--- src/rtl/exc_arb_pkg.sv ---
package exc_arb_pkg;

    typedef enum logic [0:0] {
        ST_IDLE    = 1'b0,
        ST_REQUEST = 1'b1
    } arb_state_e;

endpackage

--- src/rtl/exc_pend.sv ---
module exc_pend #(
    parameter int unsigned N = 62
) (
    input  logic         clk,
    input  logic         rst_n,
    input  logic [N-1:0] src_i,
    input  logic [N-1:0] clr_i,
    output logic [N-1:0] eff_o
);

    logic [N-1:0] pend_q;

    // Sources fold into the latched set; an acknowledge clear takes priority
    assign eff_o = (pend_q | src_i) & ~clr_i;

    always_ff @(posedge clk or negedge rst_n) begin
        if (!rst_n) begin
            pend_q <= '0;
        end else begin
            pend_q <= eff_o;
        end
    end

endmodule

--- src/rtl/exc_level.sv ---
module exc_level #(
    parameter int unsigned N_TRAP = 8,
    parameter int unsigned N_IRQ  = 54,
    parameter int unsigned PRIO_W = 3
) (
    input  logic [N_TRAP+N_IRQ-1:0]          eff_i,
    input  logic [N_IRQ-1:0]                 en_i,
    input  logic [N_IRQ*PRIO_W-1:0]          prio_i,
    output logic [(N_TRAP+N_IRQ)*(PRIO_W+1)-1:0] lvl_o
);

    localparam int unsigned LVL_W   = PRIO_W + 1;
    localparam int unsigned LVL_MAX = (1 << LVL_W) - 1;

    // Trap slots: fixed levels, counting down from the top of the range
    for (genvar t = 0; t < N_TRAP; t++) begin : g_trap
        assign lvl_o[t*LVL_W +: LVL_W] = eff_i[t] ? LVL_W'(LVL_MAX - t) : '0;
    end

    // Interrupt lines: programmed priority, gated by enable
    for (genvar k = 0; k < N_IRQ; k++) begin : g_irq
        assign lvl_o[(N_TRAP+k)*LVL_W +: LVL_W] =
            (eff_i[N_TRAP+k] && en_i[k]) ? {1'b0, prio_i[k*PRIO_W +: PRIO_W]} : '0;
    end

endmodule

--- src/rtl/exc_select.sv ---
module exc_select #(
    parameter int unsigned N     = 62,
    parameter int unsigned LVL_W = 4,
    parameter int unsigned IDX_W = 6
) (
    input  logic [N*LVL_W-1:0] lvl_i,
    input  logic [LVL_W-1:0]   ipl_i,
    output logic               valid_o,
    output logic [IDX_W-1:0]   idx_o,
    output logic [LVL_W-1:0]   lvl_o
);

    always_comb begin
        logic [LVL_W-1:0] cand;
        valid_o = 1'b0;
        idx_o   = '0;
        lvl_o   = '0;
        // Downward scan with >= leaves the lowest index on a tie
        for (int i = N - 1; i >= 0; i--) begin
            cand = lvl_i[i*LVL_W +: LVL_W];
            if ((cand > ipl_i) && (cand >= lvl_o)) begin
                valid_o = 1'b1;
                idx_o   = IDX_W'(i);
                lvl_o   = cand;
            end
        end
    end

endmodule

--- src/rtl/exc_arb.sv ---
module exc_arb
    import exc_arb_pkg::*;
#(
    parameter int unsigned       N_TRAP    = 8,
    parameter int unsigned       N_IRQ     = 54,
    parameter int unsigned       PRIO_W    = 3,
    parameter logic [N_TRAP-1:0] TRAP_RSVD = 8'hE1
) (
    input  logic                                clk,
    input  logic                                rst_n,
    input  logic [N_TRAP-1:0]                   trap_src_i,
    input  logic [N_IRQ-1:0]                    irq_src_i,
    input  logic [N_IRQ-1:0]                    irq_en_i,
    input  logic [N_IRQ*PRIO_W-1:0]             irq_prio_i,
    input  logic [PRIO_W:0]                     cpu_ipl_i,
    input  logic                                ack_i,
    output logic                                req_o,
    output logic [$clog2(N_TRAP+N_IRQ)-1:0]     vec_o,
    output logic [PRIO_W:0]                     new_ipl_o
);

    localparam int unsigned N_SRC = N_TRAP + N_IRQ;
    localparam int unsigned VEC_W = $clog2(N_SRC);
    localparam int unsigned LVL_W = PRIO_W + 1;

    arb_state_e         state_q, state_d;
    logic [VEC_W-1:0]   vec_q, vec_d;
    logic [LVL_W-1:0]   ipl_q, ipl_d;

    logic [N_SRC-1:0]       src_all;
    logic [N_SRC-1:0]       clr;
    logic [N_SRC-1:0]       eff;
    logic [N_SRC*LVL_W-1:0] lvl;
    logic                   win_valid;
    logic [VEC_W-1:0]       win_idx;
    logic [LVL_W-1:0]       win_lvl;
    logic                   ack_ok;

    // Reserved trap slots are blocked before they can latch
    assign src_all = {irq_src_i, trap_src_i & ~TRAP_RSVD};
    assign ack_ok  = ack_i && (state_q == ST_REQUEST);
    assign clr     = ack_ok ? (N_SRC'(1) << vec_q) : '0;

    exc_pend #(.N(N_SRC)) u_pend (
        .clk   (clk),
        .rst_n (rst_n),
        .src_i (src_all),
        .clr_i (clr),
        .eff_o (eff)
    );

    exc_level #(.N_TRAP(N_TRAP), .N_IRQ(N_IRQ), .PRIO_W(PRIO_W)) u_level (
        .eff_i  (eff),
        .en_i   (irq_en_i),
        .prio_i (irq_prio_i),
        .lvl_o  (lvl)
    );

    exc_select #(.N(N_SRC), .LVL_W(LVL_W), .IDX_W(VEC_W)) u_select (
        .lvl_i   (lvl),
        .ipl_i   (cpu_ipl_i),
        .valid_o (win_valid),
        .idx_o   (win_idx),
        .lvl_o   (win_lvl)
    );

    // Next state and output values
    always_comb begin
        state_d = state_q;
        vec_d   = '0;
        ipl_d   = '0;
        unique case (state_q)
            ST_IDLE: begin
                if (win_valid) state_d = ST_REQUEST;       // RAISE
            end
            ST_REQUEST: begin
                if (!win_valid) state_d = ST_IDLE;         // WITHDRAW
                else            state_d = ST_REQUEST;      // RETARGET
            end
            default: state_d = ST_IDLE;
        endcase
        if (win_valid) begin
            vec_d = win_idx;
            ipl_d = win_lvl;
        end
    end

    // State register
    always_ff @(posedge clk or negedge rst_n) begin
        if (!rst_n) begin
            state_q <= ST_IDLE;
        end else begin
            state_q <= state_d;
        end
    end

    // Output register
    always_ff @(posedge clk or negedge rst_n) begin
        if (!rst_n) begin
            vec_q <= '0;
            ipl_q <= '0;
        end else begin
            vec_q <= vec_d;
            ipl_q <= ipl_d;
        end
    end

    assign req_o     = (state_q == ST_REQUEST);
    assign vec_o     = vec_q;
    assign new_ipl_o = ipl_q;

endmodule

--- config.mk ---
export PLATFORM = sky130hd
export DESIGN_NAME = exc_arb
export DESIGN_NICKNAME = d
export VERILOG_FILES = /design/src/rtl/exc_arb_pkg.sv /design/src/rtl/exc_pend.sv /design/src/rtl/exc_level.sv /design/src/rtl/exc_select.sv /design/src/rtl/exc_arb.sv
export SDC_FILE = /design/constraint.sdc
export NUM_CORES = 1
export LEC_CHECK = 0
export BUFFER_PORTS_ARGS = -buffer_cell sky130_fd_sc_hd__buf_4
export CORE_MARGIN = 2
export CORE_UTILIZATION = 35
export CTS_CLUSTER_DIAMETER = 100
export DETAILED_ROUTE_END_ITERATION = 16
export HOLD_SLACK_MARGIN = 0.05
export PLACE_DENSITY = 0.55
export SKIP_LAST_GASP = 1
export SLEW_MARGIN = 15
export SYNTH_ARGS = -nofsm -noshare
export SYNTH_HDL_FRONTEND = slang
export SYNTH_SLANG_ARGS = --single-unit
--- constraint.sdc ---
create_clock -name clk -period 112.5 [get_ports clk]
set_clock_uncertainty 0.1 [all_clocks]
set_input_delay 5.625 -clock clk [delete_from_list [all_inputs] [get_ports clk]]
set_output_delay 5.625 -clock clk [all_outputs]
set_load 0.01 [all_outputs]
### Yosys cells after proc, flatten, opt, wreduce, memory -nomap -nowiden

Index checks and enable logic that the tools add are counted.

* bits in registers: 73
* word-level logic and storage cells: 501
* input port bits: 285

* shift operators: 1
* mux-type cells: 252
* $lt $le $gt $ge: 124
* reduce and logical (&&, ||, !) cells: 117
* bitwise operators: 3

Operators by type and width (number)
* 2-to-1 mux 6 bit: 63
* 2-to-1 mux 3 bit: 108
* greater-than comparator 3 x 4 -> 1 bit: 54
* greater-or-equal comparator 3 bit: 53
* logical AND 1 bit: 117
* 2-to-1 mux 4 bit: 17
* 2-to-1 mux 1 bit: 63
* AND 62 bit: 1
* 2-to-1 mux 62 bit: 1
* inverter 62 bit: 1
* bitwise OR 62 bit: 1
* << shifter 1 x 6 -> 62 bit (first input constant): 1
* greater-than comparator 4 bit: 8
* greater-or-equal comparator 4 bit: 7
* greater-or-equal comparator 4 x 3 -> 1 bit: 1
* greater-or-equal comparator 3 x 1 -> 1 bit (second input constant): 1

### Depth between registers and ports, before layout

* depth after elaboration: 193
* depth in mapped cells: 446

### Hierarchy

Synthesis repeated with hierarchy kept, for this count alone.

* cell total of the unflattened synthesis: 2883
* area, all modules: 22228.8 um^2

By module, submodules not included
* exc_select: area an instance 17593.1 um^2, times used 1, cells each 2397
* exc_pend: area an instance 2172.1 um^2, times used 1, cells each 124
* exc_level: area an instance 1662.8 um^2, times used 1, cells each 249
* exc_arb: area an instance 800.8 um^2, times used 1, cells each 113

### Least setup slack after synthesis

OpenSTA, ideal clock, no wires.

* path type: input-to-reg
* from: input port cpu_ipl_i[1]
* to: register state_q (netlist: req_o)
* setup slack: 29.923 ns
* stages on the path: 396
* data required time: 112.261 ns
* data arrival time: 82.338 ns
* setup time: 0.139 ns
* path through: inv_1 -> ha_1 -> a311oi_1 -> nor2b_1 -> inv_1 -> nor2_1 -> ha_1 -> nor2_1 -> a21oi_1 -> o211ai_1 -> nand4_1 -> o21ai_0 -> ha_1 -> nand2b_1 -> o211ai_1 -> o221a_2 -> mux2i_1 -> inv_1 -> [360 not listed] -> ha_1 -> o22ai_1 -> a21oi_1 -> o31ai_2 -> nor3b_1 -> inv_1 -> ha_1 -> nand4_1 -> nand2b_1 -> o221ai_2 -> mux2i_1 -> ha_1 -> a21o_1 -> a21oi_1 -> nor2b_1 -> o21ai_0 -> nand2b_4 -> or4_1

* longest elaborated chain between the ends: 187
* elaborated cells on any way between the ends: 309
* those cells by class: order compare: 123; mux: 124; reduce/logical: 62

Ends and longest elaborated chain
* from (decl): RTL line exc_arb.sv:15 `input logic [PRIO_W:0] cpu_ipl_i,`
* greater-than comparator 3 x 4 -> 1 bit: RTL line exc_select.sv:21 `if ((cand > ipl_i) && (cand >= lvl_o)) begin`
* logical AND 1 bit: RTL line exc_select.sv:21
* 2-to-1 mux 3 bit: RTL line exc_select.sv:21
* greater-or-equal comparator 3 bit: RTL line exc_select.sv:21
* logical AND 1 bit: RTL line exc_select.sv:21
* 2-to-1 mux 3 bit: RTL line exc_select.sv:21
* greater-or-equal comparator 3 bit: RTL line exc_select.sv:21
* logical AND 1 bit: RTL line exc_select.sv:21
* [172 not listed]
* greater-or-equal comparator 4 bit: RTL line exc_select.sv:21
* logical AND 1 bit: RTL line exc_select.sv:21
* 2-to-1 mux 4 bit: RTL line exc_select.sv:21
* greater-or-equal comparator 4 bit: RTL line exc_select.sv:21
* logical AND 1 bit: RTL line exc_select.sv:21
* 2-to-1 mux 1 bit *: RTL line exc_select.sv:21
* 2-to-1 mux 1 bit *: RTL line exc_arb.sv:74, exc_arb.sv:77
* via state_d: RTL line exc_arb.sv:26 `arb_state_e state_q, state_d;`
* to (signal assigned): RTL line exc_arb.sv:93 `state_q <= state_d;`
* to (decl): RTL line exc_arb.sv:26

Mark *: on every way through the listed nets, which the timed path passes. The rest lies on a longest branch.

### Final worst setup path

* from: input port ack_i
* to: register state_q (netlist: req_o)

* longest elaborated chain between the ends: 193
* elaborated cells on any way between the ends: 430
* those cells by class: order compare: 124; mux: 187; bitwise: 2; reduce/logical: 117

Ends and longest elaborated chain
* from (decl): RTL line exc_arb.sv:16 `input logic ack_i,`
* logical AND 1 bit *: RTL line exc_arb.sv:41 `assign ack_ok = ack_i && (state_q == ST_REQUEST);`
* 2-to-1 mux 62 bit *: RTL line exc_arb.sv:42 `assign clr = ack_ok ? (N_SRC'(1) << vec_q) : '0;`
* inverter 62 bit *: RTL line exc_pend.sv:14 `assign eff_o = (pend_q | src_i) & ~clr_i;`
* AND 62 bit *: RTL line exc_pend.sv:14
* via eff[61]: RTL line exc_arb.sv:32 `logic [N_SRC-1:0] eff;`
* logical AND 1 bit *: RTL line exc_level.sv:23 `(eff_i[N_TRAP+k] && en_i[k]) ? {1'b0, prio_i[k*PRIO_W +: PRIO_W]} : '0;`
* 2-to-1 mux 3 bit *: RTL line exc_level.sv:23
* greater-than comparator 3 x 4 -> 1 bit / greater-or-equal comparator 3 x 1 -> 1 bit (equally long branches): RTL line exc_select.sv:21
* [179 not listed]
* greater-or-equal comparator 4 bit: RTL line exc_select.sv:21
* logical AND 1 bit: RTL line exc_select.sv:21
* 2-to-1 mux 4 bit: RTL line exc_select.sv:21
* greater-or-equal comparator 4 bit: RTL line exc_select.sv:21
* logical AND 1 bit: RTL line exc_select.sv:21
* 2-to-1 mux 1 bit *: RTL line exc_select.sv:21
* 2-to-1 mux 1 bit *: RTL line exc_arb.sv:74, exc_arb.sv:77
* via state_d: RTL line exc_arb.sv:26

Marks and branches as above.

==> flow_metrics.env <==
export IMPL_die_y_um=224.3
export IMPL_post_cts_setup_buffer_count=0
export IMPL_grt_overflow=0
export IMPL_synth_top_family_by_area="compound AO/OA/AOI/OAI gates"
export IMPL_final_common_cell="buf_4"
export IMPL_drc=0
export IMPL_syn_area_per_cell_um2=7.388
export IMPL_crit_slowest_cell="o31ai_1"
export IMPL_grt_pass1_wl_um=101300
export IMPL_ys_warn_count=0
export IMPL_max_stage_delay_ns=0.74
export IMPL_grt_total_usage=0.2602
export IMPL_place_gp_congestion=0.9337
export IMPL_max_freq_mhz=10.34
export IMPL_firstDrtPassIters=6
export IMPL_ys_ff_latch=73
export IMPL_r2r_slack_ns=20.09
export IMPL_reg2reg_depth=399
export IMPL_worstReg2RegStart="vec_o[3]"
export IMPL_syn_inst=2299
export IMPL_insertion_delay_ns=0.40
export IMPL_num_nets_final=3186
export IMPL_tightest_slew_ns=0.9214
export IMPL_worstHoldPathType="flop to flop"
export IMPL_drt_total_wl_um=66650
export IMPL_async_flop_share=1.000
export IMPL_root_buffer="clkbuf_16"
export IMPL_crit_top_cell="ha_1"
export IMPL_ys_seq_area_frac=0.1076
export IMPL_drv_cap=0
export IMPL_synthDistinctLibCells=107
export IMPL_avgViaCountPerCell=5.897
export IMPL_report_power_total_mw=0.4505
export IMPL_fin_setup_tns_ns=0
export IMPL_crit_end="req_o"
export IMPL_dp_cells=3196
export IMPL_power_density_nw_per_um2=22.17
export IMPL_layoutNonFillerInstCount=3213
export IMPL_path_buf_inv=19
export IMPL_initial_core_util=0.3550
export IMPL_drt_iter0_markers=1141
export IMPL_htree_num_levels=3
export IMPL_final_cell_mix="buf_4, ha_1, nand2_1"
export IMPL_min_period_ns=96.71
export IMPL_synth_xor_area_frac=0
export IMPL_syn_area_um2=16990
export IMPL_drive_gt1_frac=0.1706
export IMPL_rsz0062_at_grt="no"
export IMPL_dpl_hpwl_um=54770
export IMPL_cts_resized=0
export IMPL_outcome="complete, no violations"
export IMPL_cts_buffer_depth=2
export IMPL_tritoncts="yes"
export IMPL_path_delay_family="compound AO/OA/AOI/OAI gates"
export IMPL_die_w_um=224.3
export IMPL_setup_viol=0
export IMPL_finalCritPeriodShare=0.8596
export IMPL_hold_viol=0
export IMPL_r2r_end="req_o"
export IMPL_avgRoutedWirePerCell_um=20.74
export IMPL_endpoint_kind="flop"
export IMPL_die_area_um2=50310
export IMPL_antenna_found_initial=1
export IMPL_ir_worst_vdd_v=0.00001164
export IMPL_critPathLaunch="ack_i"
export IMPL_clkSlewWorstSetupHoldPaths_ns=0.07
export IMPL_area_growth_pct=19.65
export IMPL_port_buffers=291
export IMPL_start_kind="primary input"
export IMPL_synth_ff_type="dfrtp_1"
export IMPL_synth_edf_count=0
export IMPL_cp_max_fo=10
export IMPL_crit_type="primary input to flop"
export IMPL_fin_area_um2=20320
export IMPL_placed_cell_area_um2=19990
export IMPL_post_place_ws_ns=16.92
export IMPL_ios=296
export IMPL_std_cell_rows=80
export IMPL_core_area_um2=47850
export IMPL_cts_inserted_buffers=9
export IMPL_path_depth=400
export IMPL_p_leak_nw=9.871
export IMPL_vias=18950
export IMPL_critPathArrivalTime_ns=96.88
export IMPL_syn_nets=2893
export IMPL_maxSlewHeadroom=0.3792
export IMPL_synth_mux_area_frac=0.02446
export IMPL_final_max_slew_viol_count=0
export IMPL_synthSimpleGateAreaFrac=0.2475
export IMPL_synth_compound_area_share=0.3415
export IMPL_setup_ws_ns=15.79
export IMPL_grt_pass1_vias=18430
export IMPL_grt_max_degree=39
export IMPL_ctsHoldBuffers=0
export IMPL_ant_nets=0
export IMPL_cts_sinks=73
export IMPL_final_util=0.4247
export IMPL_synth_adder_area_share=0.2323
export IMPL_whs_ns=0.3984
export IMPL_worst_ep_required_time_ns=112.67
[kinds of logic after synthesis]
family,Yosys count
AOI/OAI and AO/OA,822
adders and majority gates,317
buffers and inverters,208
DFF,73
muxes,39
and+or+nand+nor,840
[cells in the mapped netlist, drive strengths merged, types with 9 or more instances]
master	number	area [um2]
a211oi	26	225.2
a21boi	17	131.4
a21o	78	585.6
a21oi	202	1041
a311oi	50	437.9
a31o	12	105.1
a31oi	37	244.0
and2	67	421.7
and3	71	444.2
buf	10	48.80
clkbuf	18	67.56
dfrtp	73	1827
ha	309	3866
inv	180	675.6
mux2	20	225.2
mux2i	19	190.2
nand2	245	919.6
nand2b	51	326.6
nand3	57	285.3
nand4	14	87.58
nor2	179	671.9
nor2b	44	275.3
nor3	37	195.2
nor3b	12	90.09
o211a	14	140.1
o211ai	26	200.2
o21a	55	415.4
o21ai	139	703.2
o21bai	15	123.9
o221ai	9	91.34
o22a	18	158.9
o22ai	9	62.56
o31a	14	123.9
o31ai	24	241.5
or2	20	125.1
[registers in the layout, indices dropped and copies added, names as in the netlist]
name and count:
new_ipl_o 4, vec_o 6, u_pend.pend_q 62, req_o 1
[power by group]
part / switching, mW / internal (mW)
clock: 0.0156 / 0.0197
sequential: 0.00332 / 0.0294
combinational: 0.224 / 0.159
[cell type report]
type                       count  area (um2)
timing repair buffer         310        2327
sequential                    73        1827
multi-input combinational   2018       14390
clock buffer                   9       225.2
fill                        4949       27520
inverter                     180       675.6
clock inverter                 7       102.6
tap                          615       769.5
antenna                        1       2.502
[worst reg2reg max path: cells and delay by family, from the launching register on]
family                     cells  cell delay (ns)
muxes                         11             3.84
AOI/OAI and AO/OA            178            44.68
adders and majority gates     65            17.95
buffers and inverters         18             1.86
DFF                            1             0.65
and+or+nand+nor              127            23.25
[per-layer routing]
layer	vias up	global-route usage	routed length (um)
met5	-	0	0
met4	0	0.08823	2013
met3	89	0.04193	4697
met2	638	0.4250	29580
met1	8951	0.3484	30360
li1	9268	-	-
[worst min-delay path by stage]
stage | startpoint | end | slack, ns | cells past startpoint
3_3_place_gp | u_pend.pend_q[23] | u_pend.pend_q[23] | 0.38 | 1
3_5_place_dp | u_pend.pend_q[14] | u_pend.pend_q[14] | 0.38 | 1
6_report | u_pend.pend_q[14] | u_pend.pend_q[14] | 0.40 | 1
2_1_floorplan | u_pend.pend_q[14] | u_pend.pend_q[14] | 0.36 | 1
5_1_grt | u_pend.pend_q[14] | u_pend.pend_q[14] | 0.43 | 1
4_1_cts | u_pend.pend_q[14] | u_pend.pend_q[14] | 0.40 | 1
No activity file was read; power rests on OpenSTA's default activity.
